## config.mk

```make
export PLATFORM = sky130hd
export DESIGN_NAME = clkdiv_match_search
export DESIGN_NICKNAME = d
export VERILOG_FILES = /design/src/rtl/clkdiv_pkg.sv /design/src/rtl/clkdiv_freq_table.sv /design/src/rtl/clkdiv_seq_divider.sv /design/src/rtl/clkdiv_match_search.sv
export SDC_FILE = /design/constraint.sdc
export NUM_CORES = 2
export LEC_CHECK = 0
export ABC_AREA = 1
export BUFFER_PORTS_ARGS = -buffer_cell sky130_fd_sc_hd__buf_2
export CAP_MARGIN = 20
export CORE_UTILIZATION = 37
export DETAILED_ROUTE_END_ITERATION = 8
export SLEW_MARGIN = 40
export SYNTH_ARGS = -nofsm -noshare
export SYNTH_HDL_FRONTEND = slang
export SYNTH_SLANG_ARGS = --single-unit
```

## constraint.sdc

```tcl
create_clock -name clk -period 5.3 [get_ports clk]
set_input_delay 0.53 -clock clk [delete_from_list [all_inputs] [get_ports clk]]
set_output_delay 0.53 -clock clk [all_outputs]
set_load 0.02 [all_outputs]
```

## src/rtl/clkdiv_pkg.sv

```systemverilog
package clkdiv_pkg;

    typedef enum logic [1:0] {
        S_IDLE  = 2'd0,
        S_ISSUE = 2'd1,
        S_CEIL  = 2'd2,
        S_OUT   = 2'd3
    } srch_state_e;

endpackage

```

## src/rtl/clkdiv_freq_table.sv

```systemverilog
module clkdiv_freq_table #(
    parameter int W     = 32,
    parameter int DEPTH = 32,
    localparam int AW   = (DEPTH > 1) ? $clog2(DEPTH) : 1
) (
    input  logic          clk,
    input  logic          rst_n,
    input  logic          we,
    input  logic [AW-1:0] waddr,
    input  logic [W-1:0]  wdata,
    input  logic [AW-1:0] raddr,
    output logic [W-1:0]  rdata
);

    logic [DEPTH-1:0] slot_we;
    logic [W-1:0]     slot_d [DEPTH];
    logic [W-1:0]     slot_q [DEPTH];

    // per-slot write decode
    for (genvar g = 0; g < DEPTH; g++) begin : g_slot
        assign slot_we[g] = we && (waddr == AW'(g));
    end

    always_comb begin
        for (int i = 0; i < DEPTH; i++) begin
            slot_d[i] = slot_we[i] ? wdata : slot_q[i];
        end
    end

    always_ff @(posedge clk or negedge rst_n) begin
        if (!rst_n) begin
            for (int i = 0; i < DEPTH; i++) slot_q[i] <= '0;
        end else begin
            for (int i = 0; i < DEPTH; i++) slot_q[i] <= slot_d[i];
        end
    end

    assign rdata = (int'(raddr) < DEPTH) ? slot_q[raddr] : '0;

endmodule

```

## src/rtl/clkdiv_seq_divider.sv

```systemverilog
module clkdiv_seq_divider #(
    parameter int W  = 32,
    localparam int CW = $clog2(W + 1)
) (
    input  logic         clk,
    input  logic         rst_n,
    input  logic         start,
    input  logic [W-1:0] dividend,
    input  logic [W-1:0] divisor,
    output logic [W-1:0] quotient,
    output logic [W-1:0] remainder,
    output logic         done
);

    typedef struct packed {
        logic          busy;
        logic [CW-1:0] cnt;
        logic [W-1:0]  rem;
        logic [W-1:0]  quo;
        logic [W-1:0]  dsor;
        logic          done;
    } div_ctx_t;

    div_ctx_t dv_d, dv_q;
    logic [W:0] shifted;
    logic [W:0] diff;

    always_comb begin
        dv_d      = dv_q;
        dv_d.done = 1'b0;
        shifted   = {dv_q.rem, dv_q.quo[W-1]};
        diff      = shifted - {1'b0, dv_q.dsor};
        if (start) begin
            dv_d.busy = 1'b1;
            dv_d.cnt  = CW'(W);
            dv_d.rem  = '0;
            dv_d.quo  = dividend;
            dv_d.dsor = divisor;
        end else if (dv_q.busy) begin
            // restoring step: one quotient bit per cycle
            if (!diff[W]) begin
                dv_d.rem = diff[W-1:0];
                dv_d.quo = {dv_q.quo[W-2:0], 1'b1};
            end else begin
                dv_d.rem = shifted[W-1:0];
                dv_d.quo = {dv_q.quo[W-2:0], 1'b0};
            end
            dv_d.cnt = dv_q.cnt - CW'(1);
            if (dv_q.cnt == CW'(1)) begin
                dv_d.busy = 1'b0;
                dv_d.done = 1'b1;
            end
        end
    end

    always_ff @(posedge clk or negedge rst_n) begin
        if (!rst_n) dv_q <= '0;
        else        dv_q <= dv_d;
    end

    assign quotient  = dv_q.quo;
    assign remainder = dv_q.rem;
    assign done      = dv_q.done;

    // the caller never hands over a zero divisor
    a_r3_divisor_nonzero: assert property (@(posedge clk) disable iff (!rst_n)
        start |-> divisor != '0);

    // a finished division leaves a remainder below the divisor
    a_r3_rem_below_divisor: assert property (@(posedge clk) disable iff (!rst_n)
        done |-> dv_q.rem < dv_q.dsor);

endmodule

```

## src/rtl/clkdiv_match_search.sv

```systemverilog
module clkdiv_match_search
    import clkdiv_pkg::*;
#(
    parameter int FREQ_W     = 32,
    parameter int MAX_LEVELS = 32,
    localparam int IDX_W     = (MAX_LEVELS > 1) ? $clog2(MAX_LEVELS) : 1,
    localparam int CNT_W     = $clog2(MAX_LEVELS + 1)
) (
    input  logic              clk,
    input  logic              rst_n,
    input  logic              tbl_we,
    input  logic [IDX_W-1:0]  tbl_waddr,
    input  logic [FREQ_W-1:0] tbl_wdata,
    input  logic [CNT_W-1:0]  num_levels,
    input  logic              start,
    input  logic [FREQ_W-1:0] req_freq,
    input  logic              exact_only,
    output logic              busy,
    output logic              done,
    output logic              ok,
    output logic              exact_hit,
    output logic [IDX_W-1:0]  best_idx,
    output logic [FREQ_W-1:0] best_freq
);

    typedef struct packed {
        srch_state_e       st;
        logic [IDX_W-1:0]  idx;
        logic [IDX_W-1:0]  last;
        logic [FREQ_W-1:0] req;
        logic              xonly;
        logic [FREQ_W-1:0] best_err;
        logic [IDX_W-1:0]  best_idx;
        logic [FREQ_W-1:0] best_freq;
        logic              done;
        logic              ok;
        logic              exact;
        logic [IDX_W-1:0]  out_idx;
        logic [FREQ_W-1:0] out_freq;
    } srch_ctx_t;

    srch_ctx_t sr_d, sr_q;

    logic [FREQ_W-1:0] rd_freq;
    logic              div_start;
    logic [FREQ_W-1:0] div_dsor;
    logic [FREQ_W-1:0] div_quo;
    logic [FREQ_W-1:0] div_rem;
    logic              div_done;
    logic [FREQ_W-1:0] ceil_v;
    logic [FREQ_W-1:0] out_v;
    logic [FREQ_W-1:0] err_v;
    logic [CNT_W-1:0]  lv_v;
    logic              eval;

    clkdiv_freq_table #(.W(FREQ_W), .DEPTH(MAX_LEVELS)) i_table (
        .clk   (clk),
        .rst_n (rst_n),
        .we    (tbl_we),
        .waddr (tbl_waddr),
        .wdata (tbl_wdata),
        .raddr (sr_q.idx),
        .rdata (rd_freq)
    );

    clkdiv_seq_divider #(.W(FREQ_W)) i_div (
        .clk       (clk),
        .rst_n     (rst_n),
        .start     (div_start),
        .dividend  (rd_freq),
        .divisor   (div_dsor),
        .quotient  (div_quo),
        .remainder (div_rem),
        .done      (div_done)
    );

    always_comb begin
        sr_d      = sr_q;
        sr_d.done = 1'b0;
        div_start = 1'b0;
        div_dsor  = sr_q.req;
        ceil_v    = div_quo + {{(FREQ_W-1){1'b0}}, (div_rem != '0)};
        out_v     = '0;
        err_v     = '0;
        eval      = 1'b0;
        lv_v      = (num_levels > CNT_W'(MAX_LEVELS)) ? CNT_W'(MAX_LEVELS) : num_levels;

        unique case (sr_q.st)
            S_IDLE: begin
                if (start) begin
                    sr_d.req       = req_freq;
                    sr_d.xonly     = exact_only;
                    sr_d.idx       = '0;
                    sr_d.last      = IDX_W'(lv_v - CNT_W'(1));
                    sr_d.best_err  = '1;
                    sr_d.best_idx  = '0;
                    sr_d.best_freq = '0;
                    if (req_freq == '0 || lv_v == '0) begin
                        sr_d.done     = 1'b1;
                        sr_d.ok       = 1'b0;
                        sr_d.exact    = 1'b0;
                        sr_d.out_idx  = '0;
                        sr_d.out_freq = '0;
                    end else begin
                        sr_d.st = S_ISSUE;
                    end
                end
            end
            S_ISSUE: begin
                div_start = 1'b1;
                sr_d.st   = S_CEIL;
            end
            S_CEIL: begin
                if (div_done) begin
                    if (ceil_v == '0) begin
                        eval = 1'b1;          // zero entry: output is zero
                    end else begin
                        div_start = 1'b1;
                        div_dsor  = ceil_v;
                        sr_d.st   = S_OUT;
                    end
                end
            end
            S_OUT: begin
                if (div_done) begin
                    eval  = 1'b1;
                    out_v = div_quo;
                end
            end
            default: sr_d.st = S_IDLE;
        endcase

        if (eval) begin
            err_v = sr_q.req - out_v;
            if (err_v < sr_q.best_err) begin
                sr_d.best_err  = err_v;
                sr_d.best_idx  = sr_q.idx;
                sr_d.best_freq = rd_freq;
            end
            if (err_v == '0) begin
                sr_d.st       = S_IDLE;
                sr_d.done     = 1'b1;
                sr_d.ok       = 1'b1;
                sr_d.exact    = 1'b1;
                sr_d.out_idx  = sr_q.idx;
                sr_d.out_freq = rd_freq;
            end else if (sr_q.idx == sr_q.last) begin
                sr_d.st    = S_IDLE;
                sr_d.done  = 1'b1;
                sr_d.exact = 1'b0;
                if (sr_q.xonly) begin
                    sr_d.ok       = 1'b0;
                    sr_d.out_idx  = '0;
                    sr_d.out_freq = '0;
                end else begin
                    sr_d.ok       = 1'b1;
                    sr_d.out_idx  = sr_d.best_idx;
                    sr_d.out_freq = sr_d.best_freq;
                end
            end else begin
                sr_d.idx = sr_q.idx + IDX_W'(1);
                sr_d.st  = S_ISSUE;
            end
        end
    end

    always_ff @(posedge clk or negedge rst_n) begin
        if (!rst_n) sr_q <= '0;
        else        sr_q <= sr_d;
    end

    assign busy      = (sr_q.st != S_IDLE);
    assign done      = sr_q.done;
    assign ok        = sr_q.ok;
    assign exact_hit = sr_q.exact;
    assign best_idx  = sr_q.out_idx;
    assign best_freq = sr_q.out_freq;

    a_r11_done_pulse: assert property (@(posedge clk) disable iff (!rst_n)
        done |=> !done);

    a_r11_idle_at_done: assert property (@(posedge clk) disable iff (!rst_n)
        done |-> !busy);

    a_r10_fail_clears: assert property (@(posedge clk) disable iff (!rst_n)
        (done && !ok) |-> (best_idx == '0 && best_freq == '0 && !exact_hit));

    a_r6_exact_required: assert property (@(posedge clk) disable iff (!rst_n)
        (done && ok && sr_q.xonly) |-> exact_hit);

    a_r9_zero_request: assert property (@(posedge clk) disable iff (!rst_n)
        (start && !busy && req_freq == '0) |=> (done && !ok));

    a_r8_no_levels: assert property (@(posedge clk) disable iff (!rst_n)
        (start && !busy && num_levels == '0) |=> (done && !ok));

    a_r3_no_exceed: assert property (@(posedge clk) disable iff (!rst_n)
        (sr_q.st == S_OUT && div_done) |-> div_quo <= sr_q.req);

endmodule

```

==> flow_summary.json <==
{
  "synth_area_sq_mm": 0.06466,
  "yosysTopAreaCell": "dfrtp_1",
  "layout_commonest_cell": "nand2_1",
  "vias": 57610,
  "worst_slew_pin_slew_ns": 1.049,
  "crit_fanout": 106,
  "drive_gt1_share_pct": 7.019,
  "crit_family": "simple AND/OR/NAND/NOR gates",
  "core_area_sq_mm": 0.1736,
  "synthArstFlopShare_pct": 100.0,
  "insertion_delay_ns": 0.79,
  "cp.required_ns": 6.01,
  "ys_top_cells_by_area": "dfrtp_1 (50%), o21ai_0 (13%), nand2_1 (13%)",
  "crit_buf_inv": 1,
  "crit_arrival_ns": 5.46,
  "ant_nets": 0,
  "power_density_mw_per_mm2": 480.2,
  "synth_cell_types": 47,
  "ir_drop_mv": 0.3540,
  "port_buffers": 120,
  "yosys_warnings": 0,
  "dpl.hpwl_mm": 131.0,
  "pre_cts_slack_ns": 0.3710,
  "cts_tree": "yes",
  "setup_slack_ns": 0.5462,
  "io_pins": 121,
  "area_growth_syn_to_layout_pct": 11.81,
  "clock_sinks": 1282,
  "drt_iter0_drc": 5890,
  "crit_path_start_kind": "flip-flop",
  "synth_nets": 8564,
  "syn-mean-instance-area_sq_um": 7.719,
  "fin_worst_skew_ns": 0.05127,
  "clkSlewWorstSetupHoldPaths_ns": 0.06,
  "synth_ff_type": "dfrtp_1",
  "report.final.hold_viol_count": 0,
  "setup_viol": 0,
  "ys_seq_area_share_pct": 49.61,
  "cp_cell_sequence": "nor4_1 -> nand4_1 -> or4_1 -> ha_1 -> ha_1 -> nand3_1 -> nor2_1 -> xor2_1 -> nor2_1 -> nand3_1 -> nor3_2 -> nand4_1 -> nand2_4 -> buf_12 -> nand3_1 -> nand3_1",
  "grt-ovfl-total": 0,
  "slowest_delay_ns": 0.66,
  "postSynthCellCount": 8377,
  "cts_root_buf": "clkbuf_16",
  "p_leak_nw": 34.12,
  "die-area_sq_mm": 0.1764,
  "grt_util_all_layers_pct": 24.95,
  "cts_max_level": 4,
  "min_period_ns": 4.754,
  "yosys.area.top_type_share_pct": 49.61,
  "maxSlewHeadroom_pct": 30.07,
  "slowest_stage": "or4_1",
  "vias_per_cell": 5.463,
  "tns_ns": 0,
  "first_pass_iters": 8,
  "finalWirelength_mm": 221.3,
  "final_cell_mix": "nand2_1 (2145), o21ai_0 (1694), dfrtp_1 (1277)",
  "hp-class": "input port to flip-flop",
  "remaining_drc_errors": 0,
  "drv_cap": 0,
  "chipWidth_um": 420.1,
  "max_freq_mhz": 210.4,
  "cts_made_buffers": 140,
  "crit_path_frequent_cell": "nand3_1",
  "grt_first_pass_wirelength_mm": 338.2,
  "gp_congestion": 0.9354,
  "endpoint_kind": "flip-flop",
  "rsz0062_at_grt": "false",
  "setup.worst_path.class": "flip-flop to flip-flop",
  "status": "completed",
  "fin_nets": 8294,
  "ys_ff_latch": 1282,
  "rows": 153,
  "dieHeight_um": 420.1,
  "synth_edf_count": 0,
  "fill_cells": 17620,
  "grt_pass1_vias": 54320,
  "drv_slew": 0,
  "grt_max_degree": 159,
  "min_period_over_period_pct": 89.69,
  "antenna_found_initial": 8,
  "ctsLongestPathBuffers": 3,
  "wl_per_cell_um": 20.98,
  "start_util_pct": 37.24
}
[final timing paths]
path / depth (start not counted) / start / slack, ns / to
worst max-delay path: 16 / i_div.remainder[31]$_DFFE_PN0P_ / 0.55 / best_freq[28]$_DFF_PN0_
worst min-delay path: 3 / req_freq[3] / 0.07 / sr_q[113]$_DFFE_PN0P_
worst max register to register: 16 / i_div.remainder[31]$_DFFE_PN0P_ / 0.55 / best_freq[28]$_DFF_PN0_
worst min register to register: 2 / exact_hit$_DFF_PN0_ / 0.47 / exact_hit$_DFF_PN0_
max in group asynchronous: 4 / rst_n / 3.52 / sr_q[94]$_DFF_PN0_
min in group asynchronous: 2 / rst_n / 0.28 / i_div.remainder[13]$_DFFE_PN0P_
[cells by family after synthesis]
group           share of synthesized area (%)
simple gates                            23.54
compound gates                          17.24
flops                                   49.61
buf+inv                                 6.532
fa+ha+maj                               2.094
xor+xnor                               0.9752
[area by class of cell]
cell class	count	area, sq um	area share (%)
multi-input cells	6038	28780	39.80
flip-flops and latches	1282	32090	44.39
clock inverters	47	568.0	0.7857
inverters	384	1459	2.018
clock buffers	209	4177	5.777
well taps	2325	2909	4.024
repair buffers	261	2312	3.198
diodes	1	2.502	0.003461
[layer usage]
layer  track usage, %  vias up  wire, um
met4            8.444       10      7181
met3            4.135      347     15460
met5                0        -        79
li1                 -    27150         -
met2            39.76     1996    101400
met1            34.27    28110     97140
[state kept, by name (all words and copies together), names as in the netlist]
signal and flops:
sr_q 114, i_div.remainder 32, best_idx 5, i_table.slot_q 1024
best_freq 32, exact_hit 1, i_div.dv_q 39, ok 1
i_div.quotient 32, done 1, i_div.done 1
[tightest hold or removal path: cells and delay by family]
family	cells	cell delay (ns)
buffers and inverters	1	0.15
AOI/OAI and AO/OA	1	0.07
and+or+nand+nor	1	0.07
[report_power, final]
| group | switching, mW | leakage [nW] | internal [mW] |
|---|---|---|---|
| clock network | 4.29 | 2.35 | 5.76 |
| registers | 1.50 | 16.4 | 11.9 |
| logic | 7.45 | 15.4 | 3.84 |
| total | 13.2 | 34.1 | 21.5 |
[per-stage QoR]
stage               area [sq um]  hold slack (ns)  instances  utilization, %  power (mW)
floorplan                  64660           0.2344       8377               -       21.14
global placement           66770           0.4587      10250           38.46       24.57
detailed placement         67230           0.4673      10260           38.72       24.74
CTS                        72230         0.009260      10540           41.60       34.90
global route               72300          0.06505      10550           41.64       37.10
finish                     72300          0.07265      10550           41.64       34.72
[timing repair]
item	CTS	global route
hold buffers	26	0
setup endpoints to repair	0	88
resized for setup	0	3
endpoints found under the hold margin	109	0
setup buffers	0	0
[cell usage after synthesis (12+ instances only)]
cell type and number:
inv_1 375, nand3b_1 12, nand2_1 2176, nand4_1 91, buf_4 49, buf_1 35
clkbuf_1 546, ha_1 105, xor2_1 46, o211ai_1 112, nor2_1 858, o221ai_1 21
dfrtp_1 1282, a21oi_1 113, nor4_1 18, nor3_1 14, nand3_1 543, o21ai_1 12
xnor2_1 26, o21ai_0 1694, buf_2 39, o22ai_1 129
Power figures use the tool's default switching activity.
